### src/rtl/pfm_pkg.sv
package pfm_pkg;
  typedef enum logic [1:0] {
    SEQ_IDLE = 2'd0,
    SEQ_HIGH = 2'd1,
    SEQ_LOW  = 2'd2
  } seq_state_t;
endpackage

### src/rtl/pfm_tick_gen.sv
module pfm_tick_gen #(
  parameter int DIV_W = 8
) (
  input  logic             clk,
  input  logic             rst_n,
  input  logic [DIV_W-1:0] div_sel,
  output logic             tick
);
  logic [DIV_W-1:0] cnt_q;

  always_comb tick = (cnt_q >= div_sel);

  always_ff @(posedge clk) begin
    if (!rst_n)    cnt_q <= '0;
    else if (tick) cnt_q <= '0;
    else           cnt_q <= cnt_q + 1'b1;
  end

  AST_TICK_GAP: assert property (@(posedge clk) disable iff (!rst_n)
    (tick && div_sel != '0 && $stable(div_sel)) |=> !tick);
endmodule

### src/rtl/pfm_phase_acc.sv
module pfm_phase_acc #(
  parameter int CMD_W = 16
) (
  input  logic                    clk,
  input  logic                    rst_n,
  input  logic                    tick,
  input  logic signed [CMD_W-1:0] cmd,
  output logic                    req,
  output logic                    req_dir
);
  logic [CMD_W-1:0] acc_q;
  logic [CMD_W-1:0] mag;
  logic [CMD_W:0]   sum;

  always_comb begin
    mag     = cmd[CMD_W-1] ? (~cmd + 1'b1) : cmd;
    sum     = {1'b0, acc_q} + {1'b0, mag};
    req     = tick & sum[CMD_W];
    req_dir = cmd[CMD_W-1];
  end

  always_ff @(posedge clk) begin
    if (!rst_n)    acc_q <= '0;
    else if (tick) acc_q <= sum[CMD_W-1:0];
  end

  AST_ZERO_NO_REQ: assert property (@(posedge clk) disable iff (!rst_n)
    (cmd == '0) |-> !req);
  AST_ACC_HOLD: assert property (@(posedge clk) disable iff (!rst_n)
    !tick |=> $stable(acc_q));
endmodule

### src/rtl/pfm_pulse_seq.sv
module pfm_pulse_seq
  import pfm_pkg::*;
#(
  parameter int WID_W = 8
) (
  input  logic             clk,
  input  logic             rst_n,
  input  logic             tick,
  input  logic             req,
  input  logic             req_dir,
  input  logic [WID_W-1:0] width_sel,
  output logic             pulse_raw,
  output logic             dir_raw
);
  seq_state_t       state_q;
  logic [WID_W-1:0] cnt_q;
  logic [WID_W-1:0] n_eff;
  logic             pend_q;
  logic             pend_dir_q;
  logic             dir_q;

  always_comb begin
    n_eff     = (width_sel == '0) ? WID_W'(1) : width_sel;
    pulse_raw = (state_q == SEQ_HIGH);
    dir_raw   = dir_q;
  end

  always_ff @(posedge clk) begin
    if (!rst_n) begin
      state_q    <= SEQ_IDLE;
      cnt_q      <= '0;
      pend_q     <= 1'b0;
      pend_dir_q <= 1'b0;
      dir_q      <= 1'b0;
    end else if (tick) begin
      case (state_q)
        SEQ_IDLE: begin
          if (req) begin
            state_q <= SEQ_HIGH;
            cnt_q   <= WID_W'(1);
            dir_q   <= req_dir;
          end
        end
        SEQ_HIGH: begin
          if (cnt_q >= n_eff) begin
            state_q <= SEQ_LOW;
            cnt_q   <= WID_W'(1);
          end else begin
            cnt_q <= cnt_q + 1'b1;
          end
          if (req && !pend_q) begin
            pend_q     <= 1'b1;
            pend_dir_q <= req_dir;
          end
        end
        SEQ_LOW: begin
          if (cnt_q >= n_eff) begin
            if (pend_q) begin
              state_q <= SEQ_HIGH;
              cnt_q   <= WID_W'(1);
              dir_q   <= pend_dir_q;
              pend_q  <= 1'b0;
            end else if (req) begin
              state_q <= SEQ_HIGH;
              cnt_q   <= WID_W'(1);
              dir_q   <= req_dir;
            end else begin
              state_q <= SEQ_IDLE;
              cnt_q   <= '0;
            end
          end else begin
            cnt_q <= cnt_q + 1'b1;
            if (req && !pend_q) begin
              pend_q     <= 1'b1;
              pend_dir_q <= req_dir;
            end
          end
        end
        default: state_q <= SEQ_IDLE;
      endcase
    end
  end

  AST_IDLE_NO_PEND: assert property (@(posedge clk) disable iff (!rst_n)
    (state_q == SEQ_IDLE) |-> !pend_q);
  AST_DIR_AT_FRONT: assert property (@(posedge clk) disable iff (!rst_n)
    !$stable(dir_q) |-> $rose(pulse_raw));
  AST_HIGH_BOUND: assert property (@(posedge clk) disable iff (!rst_n)
    ((state_q == SEQ_HIGH) && $stable(width_sel)) |-> (cnt_q <= n_eff));
  AST_NO_BACK2BACK: assert property (@(posedge clk) disable iff (!rst_n)
    $fell(pulse_raw) |-> (state_q == SEQ_LOW));
endmodule

### src/rtl/pfm_step_gen.sv
module pfm_step_gen #(
  parameter int CMD_W = 16,
  parameter int DIV_W = 8,
  parameter int WID_W = 8
) (
  input  logic                    clk,
  input  logic                    rst_n,
  input  logic signed [CMD_W-1:0] cmd,
  input  logic [DIV_W-1:0]        div_sel,
  input  logic [WID_W-1:0]        width_sel,
  input  logic                    pulse_lowtrue,
  input  logic                    dir_invert,
  output logic                    step_out,
  output logic                    dir_out
);
  logic tick;
  logic req;
  logic req_dir;
  logic pulse_raw;
  logic dir_raw;

  pfm_tick_gen #(.DIV_W(DIV_W)) u_tick (
    .clk(clk), .rst_n(rst_n), .div_sel(div_sel), .tick(tick)
  );

  pfm_phase_acc #(.CMD_W(CMD_W)) u_acc (
    .clk(clk), .rst_n(rst_n), .tick(tick), .cmd(cmd),
    .req(req), .req_dir(req_dir)
  );

  pfm_pulse_seq #(.WID_W(WID_W)) u_seq (
    .clk(clk), .rst_n(rst_n), .tick(tick), .req(req), .req_dir(req_dir),
    .width_sel(width_sel), .pulse_raw(pulse_raw), .dir_raw(dir_raw)
  );

  always_comb begin
    step_out = pulse_raw ^ pulse_lowtrue;
    dir_out  = dir_raw ^ dir_invert;
  end

  AST_ONLY_ON_TICK: assert property (@(posedge clk) disable iff (!rst_n)
    !tick |=> ($stable(pulse_raw) && $stable(dir_raw)));
  AST_RESET_IDLE: assert property (@(posedge clk)
    !rst_n |=> (step_out == pulse_lowtrue));
endmodule

### config.mk
export PLATFORM = sky130hd
export DESIGN_NAME = pfm_step_gen
export DESIGN_NICKNAME = d
export VERILOG_FILES = /design/src/rtl/pfm_pkg.sv /design/src/rtl/pfm_tick_gen.sv /design/src/rtl/pfm_phase_acc.sv /design/src/rtl/pfm_pulse_seq.sv /design/src/rtl/pfm_step_gen.sv
export SDC_FILE = /design/constraint.sdc
export NUM_CORES = 1
export LEC_CHECK = 0
export BUFFER_PORTS_ARGS = -buffer_cell sky130_fd_sc_hd__buf_2
export CORE_ASPECT_RATIO = 0.8
export CORE_MARGIN = 5
export CORE_UTILIZATION = 55
export CTS_BUF_LIST = sky130_fd_sc_hd__clkbuf_16
export DETAILED_ROUTE_END_ITERATION = 10
export MAX_ROUTING_LAYER = met4
export PLACE_DENSITY = 0.76
export SLEW_MARGIN = 5
export SYNTH_ARGS = -nofsm -noshare
export SYNTH_HDL_FRONTEND = slang
export SYNTH_HIERARCHICAL = 1
export SYNTH_SLANG_ARGS = --single-unit
export TNS_END_PERCENT = 20
### constraint.sdc
create_clock -name clk -period 3.7 [get_ports clk]
set_input_delay 0.185 -clock clk [delete_from_list [all_inputs] [get_ports clk]]
set_output_delay 0.185 -clock clk [all_outputs]
set_load 0.1 [all_outputs]
==> results by group <==
Place
  • DP Worst Slack: between 80 and 90 ps
  • IO Port Bufs: 37
  • Post-placement cell area: approximately 3500 sq um
  • DP Cell Count: a little under 500
  • Dpl hpwl: ~5200 microns
  • GPL Wtd Cong: 0.839

Global route
  • Gr usage total: about 20%
  • First-pass GRT wire length: between 10000 and 15000 microns
  • Gr ovfl total: 0
  • Maximum number of pins on one net before global-route repair: 31
  • Vias in the first global route: 2655
  • Initial antenna violation count: 0

Finish
  • Area delta synth->final: 12.7%
  • Post-layout instance area: 3590 sq um
  • Most common cell after layout, fill and taps aside: ha_1
  • Ant diodes: 0
  • Most frequent cells in the layout: ha_1 (40), buf_2 (37), dfxtp_1 (37)
  • Footprint of the multi-input gates: 2310 sq um
  • Seq. cell area: approximately 740 sq um
  • Final core occ: about 65%
  • Layout fillers: roughly 490
  • Layout cells sized above 1: between 15 and 20%
  • Finished Layout Cells: roughly 500
  • Final nets: 500

Floorplanning
  • Chip width: 95.0 microns
  • Core area: 5530 sq um
  • Die area: between 7000 and 8000 sq um
  • I/O Pins: 38
  • Die height: 78.0 microns
  • Row cnt: 24
  • Starting density of the core: approximately 58%

Synthesis
  • Syn. warnings: 6
  • Synth Flop Type: dfxtp_1
  • Synth Area per Inst: 8.24 sq um
  • Cells after synthesis: about 390
  • Mapped Nets: around 460
  • Synth cell types: 65
  • Mapped Area: between 3000 and 4000 sq um
  • Ys async rst share: 0%
  • Post-synth EDFFs: 0
  • Yosys reg bits: 37
  • Sequential fraction of the synthesis area: 23.3%

Worst setup path
  • Crit path max fanout: 10
  • Worst Setup Path Type: in -> reg
  • Worst Reg-to-Reg Cells: 12
  • Reg2Reg Launch Point: u_acc/acc_q[0]
  • Crit path max-delay family: simple AND/OR/NAND/NOR gates
  • Critical Path RT: roughly 4000 ps
  • CP Capture Type: flip-flop
  • Crit start category: input pin
  • Buf+Inv Stages, Crit Path: 2
  • Max incr delay on CP: between 300 and 400 ps
  • Critical path's slowest cell: ha_1
  • Worst r2r dst: u_seq/cnt_q[4]
  • R2r setup slk: between 800 and 900 ps
  • Critical Path AT: between 3000 and 4000 ps
  • Worst path cell trace: buf_2 -> nor4_1 -> buf_4 -> nand2_1 -> o31ai_1 -> xnor2_1 -> ha_1 -> nand2_2 -> nor3_1 -> nand4_1 -> a21o_1 -> a31oi_1 -> o21ai_1 -> or2_4 -> nor3_1 -> nand2_1 -> a31oi_1

Min path
  • Min-delay src: cmd[15]
  • Hold Path Sink: u_seq/pend_dir_q
  • Hold depth: 3
  • Hold Path Class: in -> reg

Power and ir drop
  • Sw Ratio: between 20% and 30%
  • Sequential Power Share: slightly above 40%
  • P per Cell Area: about 280 nW/um^2
  • Clock group share of total power: 39.8%
  • Leak: roughly 1.5 nW
  • Logic pwr share: approximately a fifth
  • Sw power: ~0.27 mW
  • Internal power: roughly 0.72 mW
  • Maximum VDD drop: around 160 uV

Status
  • Status: finished clean

Timing
  • Final Slew Violations: 0
  • Top achievable clock speed: roughly 300 MHz
  • Total negative setup slack: 0 ps
  • RSZ-0062 raised after global routing: false
  • Final setup fails: 0
  • Skew final: between 3 and 4 ps
  • Final Hold Violating Endpoints: 0
  • Fin crit period: 3280 ps
  • Actual slew at the worst max-slew pin: ~600 ps
  • Period utilization: 88.8%
  • Rel. slew slack: between 50% and 60%
  • Final worst slack: about 420 ps

Clock network
  • Maximum root-to-sink buffer count: 2
  • Worst-path clk slew: 50 ps
  • CTS root buf: clkbuf_16
  • Setup Buffers After CTS: 0
  • CTS tree: yes
  • Later-pin clock latency in the skew report: around 280 ps
  • Total CTS buffers: 5
  • H-Tree Depth: 2
  • Clock sinks: 37

Detailed routing
  • DRT iter0 DRCs: around 180
  • Total number of vias: roughly 2800
  • Vias per inst: 5.61
  • Drt drc: 0
  • Pre-antenna DRT Iters: 6
  • Total Routed Length: about 6700 microns
  • Routed len/inst: 13.4 microns
  • Routed Antenna Nets: 0

Run
  • Max-Cap Viols: 0
-- registers in the layout, summed over array words and instances (netlist names) --
register          flops
u_acc/acc_q          16
u_seq/pend_dir_q      1
u_seq/cnt_q           8
u_tick/cnt_q          8
u_seq/pend_q          1
u_seq/state_q         2
u_seq/dir_raw         1
-- worst min-delay path: stages --
cell	delay, ps
buf_2	200
nand2_1	90
mux2i_1	60
-- power groups by stage --
stage	sequential (mW)	clock [mW]	combinational, mW
after floorplan	0.415	0	0.137
after global placement	0.416	0	0.184
after detailed placement	0.416	0	0.188
after CTS	0.407	0.405	0.189
after global routing	0.408	0.423	0.213
final	0.407	0.395	0.189
-- layer usage --
layer / track usage, % / vias to the layer above / share of wire [%] / wire (microns)
li1: - / 1466 / - / -
met1: 27.6 / 1285 / 51 / 3430
met2: 30.1 / 56 / 44 / 3000
met3: 3.15 / 5 / 3.6 / 245
met4: 6.05 / 0 / 0.93 / 63
met5: - / - / 0 / 0
-- stage by stage --
| step | power (mW) | hold slack [ps] |
|---|---|---|
| after floorplan | 0.552 | 348 |
| after global placement | 0.599 | 449 |
| after detailed placement | 0.604 | 461 |
| after CTS | 1.00 | 315 |
| after global routing | 1.04 | 351 |
| final | 0.991 | 316 |
-- synth_stat cells, drive strengths merged, types with 2 or more instances --
master / n / area [sq um]
nand2: 37 / 141
xnor2: 24 / 210
or4: 2 / 18.8
mux2i: 9 / 90.1
nand3b: 4 / 30.0
o31ai: 7 / 52.6
xor2: 7 / 61.3
o211ai: 4 / 35.0
a211oi: 2 / 15.0
clkbuf: 6 / 22.5
nor3: 9 / 50.1
a21oi: 20 / 115
ha: 40 / 500
nor4: 2 / 12.5
nor4b: 3 / 41.3
a21boi: 2 / 15.0
a21o: 4 / 30.0
nand2b: 4 / 25.0
a31oi: 12 / 90.1
or3: 4 / 30.0
and2: 2 / 12.5
inv: 26 / 97.6
nand3: 17 / 85.1
o311ai: 2 / 35.0
o21ai: 28 / 148
dfxtp: 37 / 741
buf: 4 / 26.3
and3: 5 / 31.3
o21a: 5 / 37.5
nor2: 26 / 97.6
nor2b: 12 / 77.6
nand4b: 2 / 17.5
nand4: 2 / 12.5
-- how the worst max path moves through the flow --
stage                 from        endpoint  slack [ps]  cells after the start
global route        cmd[3]  u_seq/cnt_q[3]          80                     17
CTS                 cmd[3]  u_seq/cnt_q[3]         370                     17
floorplan           cmd[5]  u_seq/cnt_q[4]         230                     16
detailed placement  cmd[3]  u_seq/cnt_q[3]          90                     17
global placement    cmd[3]  u_seq/cnt_q[3]         250                     17
finish              cmd[3]  u_seq/cnt_q[3]         420                     17
-- final cells by class --
cell class / instances / share of cell area [%]
clock buffer: 5 / 3.49
clock inverter: 2 / 0.209
inverter: 26 / 2.72
multi-input combinational: 313 / 64.4
sequential: 37 / 20.7
tap: 78 / 2.72
timing repair buffer: 40 / 5.79
-- logic make-up (layout without fill, tap and decap cells) --
logic type | Yosys count | count (layout) | synth area share [%]
AO/OA/AOI/OAI | 98 | 98 | 22.0
XOR/XNOR | 31 | 31 | 8.54
adder cells (fa/ha/maj) | 41 | 41 | 16.4
buffers and inverters | 36 | 73 | 4.60
flip-flops | 37 | 37 | 23.3
multiplexers | 9 | 9 | 2.83
AND/OR/NAND/NOR | 134 | 134 | 22.3
-- timing repair --
action                     4_1_cts  5_1_grt
resized for setup                0        1
hold buffers                     0        0
setup endpoints to repair        0        3
No activity file was read; power rests on OpenSTA's default activity.
